### src/rtl/pci_par_pkg.sv
package pci_par_pkg;

  typedef enum logic {
    BUS_IDLE = 1'b0,
    BUS_DATA = 1'b1
  } bus_state_e;

  localparam int LANE_W = 8;

endpackage

### src/rtl/pci_par_calc.sv
module pci_par_calc #(
  parameter int AD_W  = 32,
  parameter int CBE_W = 4
) (
  input  logic [AD_W-1:0]  ad_i,
  input  logic [CBE_W-1:0] cbe_n_i,
  output logic             par_o
);
  import pci_par_pkg::*;

  localparam int LANES = AD_W / LANE_W;
  localparam int REM_W = AD_W - LANES * LANE_W;

  logic [LANES-1:0] lane_par;
  logic             rem_par;

  // one parity bit per byte lane
  for (genvar l = 0; l < LANES; l++) begin : g_lane
    assign lane_par[l] = ^ad_i[l*LANE_W +: LANE_W];
  end

  // leftover bits when the bus is not a whole number of lanes
  if (REM_W > 0) begin : g_rem
    assign rem_par = ^ad_i[AD_W-1 -: REM_W];
  end else begin : g_norem
    assign rem_par = 1'b0;
  end

  assign par_o = (^lane_par) ^ rem_par ^ (^cbe_n_i);

endmodule

### src/rtl/pci_phase_track.sv
module pci_phase_track (
  input  logic clk,
  input  logic rst,
  input  logic frame_n_i,
  input  logic irdy_n_i,
  input  logic trdy_n_i,
  input  logic rd_dir_i,
  output logic addr_ph_o,
  output logic data_ph_o,
  output logic rd_lat_o,
  output logic xfer_o
);
  import pci_par_pkg::*;

  bus_state_e state_q;
  logic       rd_q;

  assign addr_ph_o = (state_q == BUS_IDLE) && !frame_n_i;
  assign data_ph_o = (state_q == BUS_DATA);
  assign xfer_o    = data_ph_o && !irdy_n_i && !trdy_n_i;
  assign rd_lat_o  = rd_q;

  always_ff @(posedge clk) begin
    if (rst) begin
      state_q <= BUS_IDLE;
      rd_q    <= 1'b0;
    end else begin
      case (state_q)
        BUS_IDLE: begin
          if (!frame_n_i) begin
            state_q <= BUS_DATA;
            rd_q    <= rd_dir_i;
          end
        end
        BUS_DATA: begin
          if (xfer_o && frame_n_i) state_q <= BUS_IDLE;
        end
        default: state_q <= BUS_IDLE;
      endcase
    end
  end

  // a completing transfer with frame high returns the bus to idle
  a_r8_end_of_txn: assert property (@(posedge clk) disable iff (rst)
    (data_ph_o && frame_n_i && !irdy_n_i && !trdy_n_i) |=> !data_ph_o);

endmodule

### src/rtl/pci_par_drive.sv
module pci_par_drive (
  input  logic clk,
  input  logic rst,
  input  logic par_calc_i,
  input  logic data_ph_i,
  input  logic rd_lat_i,
  input  logic trdy_n_i,
  output logic par_o,
  output logic par_oe_o
);

  logic drive_now;

  assign drive_now = data_ph_i && rd_lat_i && !trdy_n_i;

  always_ff @(posedge clk) begin
    if (rst) begin
      par_oe_o <= 1'b0;
      par_o    <= 1'b0;
    end else begin
      par_oe_o <= drive_now;
      par_o    <= drive_now & par_calc_i;
    end
  end

  // the driver is only enabled after target-ready was seen
  a_r4_oe_after_trdy: assert property (@(posedge clk) disable iff (rst)
    par_oe_o |-> !$past(trdy_n_i));

endmodule

### src/rtl/pci_par_check.sv
module pci_par_check (
  input  logic clk,
  input  logic rst,
  input  logic par_calc_i,
  input  logic arm_i,
  input  logic par_i,
  output logic perr_o
);

  logic pend_q;
  logic exp_q;

  always_ff @(posedge clk) begin
    if (rst) begin
      pend_q <= 1'b0;
      exp_q  <= 1'b0;
      perr_o <= 1'b0;
    end else begin
      pend_q <= arm_i;
      exp_q  <= par_calc_i;
      perr_o <= pend_q && (par_i != exp_q);
    end
  end

  // a flag is only raised two edges after a check was armed
  a_r6_flag_needs_arm: assert property (@(posedge clk) disable iff (rst)
    perr_o |-> $past(arm_i, 2));

endmodule

### src/rtl/pci_parity_unit.sv
module pci_parity_unit #(
  parameter int AD_W  = 32,
  parameter int CBE_W = 4
) (
  input  logic             clk,
  input  logic             rst,
  input  logic [AD_W-1:0]  ad_i,
  input  logic [CBE_W-1:0] cbe_n_i,
  input  logic             frame_n_i,
  input  logic             irdy_n_i,
  input  logic             trdy_n_i,
  input  logic             rd_dir_i,
  input  logic             par_i,
  output logic             par_o,
  output logic             par_oe_o,
  output logic             perr_o
);

  logic par_calc;
  logic addr_ph;
  logic data_ph;
  logic rd_lat;
  logic xfer;
  logic arm;

  pci_par_calc #(.AD_W(AD_W), .CBE_W(CBE_W)) u_calc (
    .ad_i    (ad_i),
    .cbe_n_i (cbe_n_i),
    .par_o   (par_calc)
  );

  pci_phase_track u_track (
    .clk       (clk),
    .rst       (rst),
    .frame_n_i (frame_n_i),
    .irdy_n_i  (irdy_n_i),
    .trdy_n_i  (trdy_n_i),
    .rd_dir_i  (rd_dir_i),
    .addr_ph_o (addr_ph),
    .data_ph_o (data_ph),
    .rd_lat_o  (rd_lat),
    .xfer_o    (xfer)
  );

  pci_par_drive u_drive (
    .clk        (clk),
    .rst        (rst),
    .par_calc_i (par_calc),
    .data_ph_i  (data_ph),
    .rd_lat_i   (rd_lat),
    .trdy_n_i   (trdy_n_i),
    .par_o      (par_o),
    .par_oe_o   (par_oe_o)
  );

  // checks are armed by an address phase or a completed write transfer
  assign arm = addr_ph || (xfer && !rd_lat);

  pci_par_check u_check (
    .clk        (clk),
    .rst        (rst),
    .par_calc_i (par_calc),
    .arm_i      (arm),
    .par_i      (par_i),
    .perr_o     (perr_o)
  );

  // outputs are clear on the first cycle after reset
  a_r1_reset_clear: assert property (@(posedge clk) disable iff (rst)
    $past(rst) |-> (!par_oe_o && !perr_o && !par_o));

  // driven parity is even over the bus values of the previous edge
  a_r2_even_parity: assert property (@(posedge clk) disable iff (rst)
    par_oe_o |-> (par_o == (^{$past(ad_i), $past(cbe_n_i)})));

  // the line is only driven after a read data phase
  a_r5_read_only_drive: assert property (@(posedge clk) disable iff (rst)
    par_oe_o |-> ($past(data_ph) && $past(rd_lat)));

  // a read transfer never leads to an error flag
  a_r7_no_read_check: assert property (@(posedge clk) disable iff (rst)
    perr_o |-> !($past(xfer, 2) && $past(rd_lat, 2)));

  // an error needs frame or initiator-ready activity two edges earlier
  a_r9_idle_quiet: assert property (@(posedge clk) disable iff (rst)
    perr_o |-> (!$past(frame_n_i, 2) || !$past(irdy_n_i, 2)));

endmodule

### config.mk
export PLATFORM = sky130hd
export DESIGN_NAME = pci_parity_unit
export DESIGN_NICKNAME = d
export VERILOG_FILES = /design/src/rtl/pci_par_pkg.sv /design/src/rtl/pci_par_calc.sv /design/src/rtl/pci_phase_track.sv /design/src/rtl/pci_par_drive.sv /design/src/rtl/pci_par_check.sv /design/src/rtl/pci_parity_unit.sv
export SDC_FILE = /design/constraint.sdc
export NUM_CORES = 1
export LEC_CHECK = 0
export BUFFER_PORTS_ARGS = -buffer_cell sky130_fd_sc_hd__buf_2
export CORE_ASPECT_RATIO = 0.9
export CORE_MARGIN = 4
export CORE_UTILIZATION = 25
export CTS_CLUSTER_DIAMETER = 50
export DETAILED_ROUTE_END_ITERATION = 16
export PLACE_DENSITY_LB_ADDON = 0.2
export SKIP_LAST_GASP = 1
export SLEW_MARGIN = 30
export SYNTH_ARGS = -nofsm -noshare
export SYNTH_HDL_FRONTEND = slang
export SYNTH_SLANG_ARGS = --single-unit
### constraint.sdc
create_clock -name clk -period 4.6 [get_ports clk]
set_input_delay 0.69 -clock clk [delete_from_list [all_inputs] [get_ports clk]]
set_output_delay 0.69 -clock clk [all_outputs]
set_load 0.05 [all_outputs]
# After elaboration in Yosys (flattened, before gate mapping)
# Index checks and enable logic that the tools add are counted.
dict set report totals {
  regBits 7
  wordCells 35
}
dict set report classes {
  eq_ne 1
  mux 3
  n_bitwise 4
  n_reduce_logical 20
}
# operator count
set op_table {}
lappend op_table {{8-bit parity} 4}
lappend op_table {{1-bit logical AND} 8}
lappend op_table {{4-bit parity} 2}
lappend op_table {{1-bit zero test} 4}
lappend op_table {{1-bit 2-to-1 mux} 2}
lappend op_table {{1-bit inverter} 2}
lappend op_table {{1-bit case mux with 2 select lines} 1}
lappend op_table {{2-bit AND reduction} 1}
lappend op_table {{1-bit bitwise AND} 1}
lappend op_table {{1-bit logical OR} 1}
lappend op_table {{1-bit inequality test} 1}
lappend op_table {{1-bit bitwise XOR} 1}

# Longest topological paths before layout
dict set report depth {
  ltp_word 6
  mapped_depth 5
  depth_no_buf 5
}

# Modules after synthesis
# From an unflattened synthesis, not the netlist that was laid out.
dict set report unflattened {
  hier_cells 56
  hier_area_um2 555.5
}
# module instances cells_per_inst area_per_inst_um2
set modules_own_cells {}
lappend modules_own_cells {pci_par_calc 1 34 311.5}
lappend modules_own_cells {pci_par_check 1 7 93.8}
lappend modules_own_cells {pci_phase_track 1 9 80.1}
lappend modules_own_cells {pci_par_drive 1 4 58.8}
lappend modules_own_cells {pci_parity_unit 1 2 11.3}

# Worst setup path after synthesis
# OpenSTA, ideal clock, no wires.
dict set report synth_timing {
  path_kind {in2reg}
  startpoint {input port ad_i[8]}
  endpoint {register u_check.exp_q}
  t_arrival_ps 1891
  t_required_ps 4479
  path_slack_ps 2588
  cell_stages 5
  n_path_buf 0
  path_cell_list {xor2_1 > xnor2_1 > xnor2_2 > xnor3_1 > mux2_4}
}
dict set report synth_between {
  elab_chain_cells 3
}
# item line
set synth_lines {}
lappend synth_lines {{start, declared} pci_parity_unit.sv:7} ;# input logic [AD_W-1:0] ad_i,
lappend synth_lines {{8-bit parity} pci_par_calc.sv:19} ;# assign lane_par[l] = ^ad_i[l*LANE_W +: LANE_W];
lappend synth_lines {{4-bit parity} pci_par_calc.sv:29} ;# assign par_o = (^lane_par) ^ rem_par ^ (^cbe_n_i);
lappend synth_lines {{1-bit bitwise XOR} pci_par_calc.sv:29}
lappend synth_lines {{end signal, assigned} pci_par_check.sv:20} ;# exp_q <= par_calc_i;
lappend synth_lines {{end, declared} pci_par_check.sv:11} ;# logic exp_q;
# Every way passes these cells.
# A chain may end at the register's enable or synchronous reset.

# Final worst setup path
dict set report layout_timing {
  startpoint {input port ad_i[30]}
  endpoint {register u_check.exp_q}
}
# Same word-level chain as after synthesis.

==> flow_summary.html <==
<table>
<tr><th>Metric</th><th>Value</th></tr>
<tr><th colspan="2">Status</th></tr>
<tr><td>Outcome</td><td>finished, final reports clean</td></tr>
<tr><th colspan="2">Timing</th></tr>
<tr><td>Total negative slack for setup checks</td><td>0 ns</td></tr>
<tr><td>Setup repair after global routing missed its margin</td><td>no</td></tr>
<tr><td>Max Clock Skew</td><td>0.000823 ns</td></tr>
<tr><td>Min cycle time layout</td><td>1.92 ns</td></tr>
<tr><td>Slack of the critical path</td><td>2.68 ns</td></tr>
<tr><td>Worst-margin pin slew</td><td>0.499 ns</td></tr>
<tr><td>Final cycle utilization of the critical path</td><td>41.8%</td></tr>
<tr><td>Worst max-slew margin expressed relative to the limit</td><td>66.3%</td></tr>
<tr><td>Final Hold Violating Endpoints</td><td>0</td></tr>
<tr><td>Count of final setup violators</td><td>0</td></tr>
<tr><td>Slew Viols, Final</td><td>0</td></tr>
<tr><td>Min Hold Slack</td><td>0.469 ns</td></tr>
<tr><td>Peak Freq</td><td>520 MHz</td></tr>
<tr><th colspan="2">Cells and area</th></tr>
<tr><td>End-of-flow core utilization</td><td>39.7%</td></tr>
<tr><td># diodes</td><td>0</td></tr>
<tr><td>Total Nets Final</td><td>151</td></tr>
<tr><td>Syn-to-layout area delta</td><td>48.4%</td></tr>
<tr><td>Share of final-layout standard cells stronger than drive strength 1</td><td>46.7%</td></tr>
<tr><th colspan="2">Placed design</th></tr>
<tr><td>Count of buffers inserted at the top-level ports</td><td>45</td></tr>
<tr><td>Total half-perimeter wirelength after legalization and detailed placement</td><td>1.14 mm</td></tr>
<tr><td>Final RePlAce weighted congestion</td><td>0.709</td></tr>
<tr><td>Pre-CTS worst setup slack</td><td>2.42 ns</td></tr>
<tr><th colspan="2">Setup path</th></tr>
<tr><td>Launch instance of the worst register-to-register path</td><td>u_track.rd_lat_o</td></tr>
<tr><td>Setup CP Type</td><td>in -&gt; reg</td></tr>
<tr><td>Kind of end point of the critical path</td><td>flip-flop</td></tr>
<tr><td>Crit path from</td><td>ad_i[30]</td></tr>
<tr><td>Critical Path Sink</td><td>u_check.exp_q</td></tr>
<tr><td>Type of origin of the critical path</td><td>input port</td></tr>
<tr><td>Worst Path Arrival</td><td>2.06 ns</td></tr>
<tr><td>Setup slack on the worst flop-to-flop path</td><td>3.45 ns</td></tr>
<tr><td>Critical path data required time</td><td>4.74 ns</td></tr>
<tr><td>FF-to-FF End</td><td>u_drive.par_o</td></tr>
<tr><td>Reg2Reg Depth</td><td>3</td></tr>
<tr><td>Critical Path Fanout Max</td><td>2</td></tr>
<tr><th colspan="2">Clock tree</th></tr>
<tr><td>TritonCTS Buffers</td><td>3</td></tr>
<tr><td>Clock insertion delay at the later pin of the skew report</td><td>0.25 ns</td></tr>
<tr><td>Depth of the CTS H-tree</td><td>1</td></tr>
<tr><td>Clock tree from TritonCTS</td><td>done</td></tr>
<tr><td>Total number of clock tree sinks</td><td>7</td></tr>
<tr><td>Cts repair resizes</td><td>0</td></tr>
<tr><td>CTS clk-pin slew, worst paths</td><td>0.05 ns</td></tr>
<tr><td>Post-CTS Hold Fix Bufs</td><td>0</td></tr>
<tr><td>Post-CTS setup buffers</td><td>0</td></tr>
<tr><td>Buffers from clock root to sink, at most</td><td>2</td></tr>
<tr><td>Root buffer selected by CTS</td><td>clkbuf_4</td></tr>
<tr><th colspan="2">Flow run</th></tr>
<tr><td>Max-cap check violation count</td><td>0</td></tr>
<tr><th colspan="2">Yosys</th></tr>
<tr><td>Cell type with the largest total area after synthesis</td><td>xnor2_1</td></tr>
<tr><td>Count of flip-flops with a built-in enable after synthesis</td><td>0</td></tr>
<tr><td>Average footprint of a synthesized cell</td><td>10.2 µm²</td></tr>
<tr><td>Net count of the mapped netlist</td><td>101</td></tr>
<tr><td>Number of distinct library cells after synthesis</td><td>15</td></tr>
<tr><td>Share of the yosys chip area belonging to registers</td><td>23.8%</td></tr>
<tr><td>Async set-reset flop share out of synthesis</td><td>0%</td></tr>
<tr><td>Cells taking the most area after synthesis</td><td>xnor2_1, dfxtp_1, xnor3_1</td></tr>
<tr><td>Fraction of synthesized cell area taken by the top area cell type</td><td>38.6%</td></tr>
<tr><td>Commonest cells post-synth</td><td>xnor2_1, dfxtp_1, nor2_1</td></tr>
<tr><td>Warnings, synthesis</td><td>0</td></tr>
<tr><td>Most common cell in the synthesized netlist</td><td>xnor2_1</td></tr>
<tr><td>Predominant post-synthesis flop cell</td><td>dfxtp_1</td></tr>
<tr><td>Synthesized instance count</td><td>58</td></tr>
<tr><td>FF+latch count, synth</td><td>7</td></tr>
<tr><td>Netlist Area Pre-Place</td><td>589 µm²</td></tr>
<tr><th colspan="2">Global routing</th></tr>
<tr><td>Global routing usage summed across all routing layers</td><td>8.35%</td></tr>
<tr><td>Met3 global-route usage</td><td>5.28%</td></tr>
<tr><td>M1 GR Usage</td><td>7.78%</td></tr>
<tr><td>Wire length of the first global-routing pass</td><td>1.95 mm</td></tr>
<tr><td>GRT busiest layer</td><td>met2</td></tr>
<tr><td>Pin count of the biggest net entering global routing</td><td>8</td></tr>
<tr><td>Antenna violations before repair</td><td>0</td></tr>
<tr><td>Via count of the first global-routing pass</td><td>531</td></tr>
<tr><td>Global routing usage on met2</td><td>15.3%</td></tr>
<tr><td>Total gr overflow</td><td>0</td></tr>
<tr><th colspan="2">Drt</th></tr>
<tr><td>Number of iterations in the first detailed-routing pass</td><td>4</td></tr>
<tr><td>Total detailed-routing wirelength</td><td>1.26 mm</td></tr>
<tr><td>Residual DRC</td><td>0</td></tr>
<tr><td>Overall via count from detail_route</td><td>543</td></tr>
<tr><td>Number of vias per cell</td><td>4.05</td></tr>
<tr><td>DRC marker count from the first detailed-route iteration</td><td>1</td></tr>
<tr><td>Average wire per standard cell</td><td>9.41 µm</td></tr>
<tr><td>Antenna viol nets, final</td><td>0</td></tr>
<tr><th colspan="2">Die</th></tr>
<tr><td>Horizontal die dimension</td><td>59.2 µm</td></tr>
<tr><td>Number of I/O pins</td><td>46</td></tr>
<tr><td>Starting density of the core</td><td>26.8%</td></tr>
<tr><td>Core ar.</td><td>2200 µm²</td></tr>
<tr><td>Die Height</td><td>54.1 µm</td></tr>
<tr><td>Rows</td><td>16</td></tr>
<tr><td>Die area</td><td>3200 µm²</td></tr>
<tr><th colspan="2">Power</th></tr>
<tr><td>Static leakage power</td><td>0.413 nW</td></tr>
<tr><td>Total power density per cell area</td><td>315 nW/µm²</td></tr>
<tr><td>Peak supply drop</td><td>0.000160 V</td></tr>
<tr><th colspan="2">Worst hold path</th></tr>
<tr><td>Classification of the worst-slack hold path</td><td>reg -&gt; reg</td></tr>
</table>
metrics by stage:
stage                     total power, mW  cell area, µm²  instances
after global routing                0.298             875        134
after CTS                           0.281             875        134
final                               0.275             875        134
after floorplan                     0.191             589         58
after global placement              0.221             848        130
after detailed placement            0.223             848        130
worst min-delay path by stage:
| stage | to | slack (ns) | startpoint | depth (start not counted) |
|---|---|---|---|---|
| 2_1_floorplan | u_check.perr_o | 0.44 | u_check.pend_q | 1 |
| 3_3_place_gp | u_check.perr_o | 0.46 | u_check.pend_q | 1 |
| 3_5_place_dp | u_check.perr_o | 0.45 | u_check.pend_q | 1 |
| 4_1_cts | u_check.perr_o | 0.47 | u_check.pend_q | 1 |
| 5_1_grt | u_check.perr_o | 0.48 | u_check.pend_q | 1 |
| 6_report | u_check.perr_o | 0.47 | u_check.pend_q | 1 |
layout by cell type, fill, tap and decap left out:
| master | n |
|---|---|
| o21ai_0 | 2 |
| mux2i_1 | 1 |
| clkbuf_1 | 1 |
| clkbuf_4 | 3 |
| xnor3_1 | 2 |
| xor3_1 | 1 |
| nor4bb_1 | 1 |
| xnor2_1 | 26 |
| buf_2 | 45 |
| xnor2_2 | 1 |
| xor2_1 | 4 |
| nor2_1 | 5 |
| mux2_4 | 1 |
| dfxtp_1 | 7 |
| nor4b_1 | 1 |
| nor3b_1 | 1 |
| a21oi_1 | 2 |
| nand2_1 | 3 |
cell type report:
class                      instances  area [µm²]
clock buffer                       4        26.3
fill                             242        1330
multi-input combinational         51         449
sequential                         7         140
tap                               27        33.8
timing repair buffer              45         225
state kept, by name (all words and copies together), names as in the netlist:
register and flops:
u_track.rd_lat_o 1, u_check.exp_q 1, u_drive.par_oe_o 1, u_check.pend_q 1
u_drive.par_o 1, u_check.perr_o 1, u_track.data_ph_o 1
critical path, cell delays in order:
cell and delay [ns]:
buf_2 0.10, xnor2_1 0.20, xnor2_1 0.16, xnor2_1 0.14, xnor3_1 0.46, mux2_4 0.31
report_power, final:
| group | internal (mW) | switching (mW) | leakage (nW) | total [mW] |
|---|---|---|---|---|
| Clock | 0.0331 | 0.0220 | 0.0150 | 0.0551 |
| Combinational | 0.0964 | 0.0539 | 0.340 | 0.150 |
| Sequential | 0.0673 | 0.00251 | 0.0574 | 0.0698 |
| Total | 0.197 | 0.0784 | 0.413 | 0.275 |
routing by layer:
| layer | routed length [µm] | share of wire [%] | vias to the layer above |
|---|---|---|---|
| li1 | - | - | 286 |
| met5 | 0 | 0 | - |
| met1 | 442 | 35 | 238 |
| met2 | 691 | 55 | 19 |
| met3 | 127 | 10 | 0 |
| met4 | 0 | 0 | 0 |
kinds of logic (layout without fill, tap and decap cells):
group | after synthesis | after routing | share of synthesized area, %
AOI/OAI and AO/OA | 4 | 4 | 3.40
xor gates and xnor gates | 34 | 34 | 59.0
buffers and inverters | 0 | 49 | 0
DFF | 7 | 7 | 23.8
muxes | 2 | 2 | 4.25
and+or+nand+nor | 11 | 11 | 9.56
Note: power is estimated with default switching activity, not from simulation.
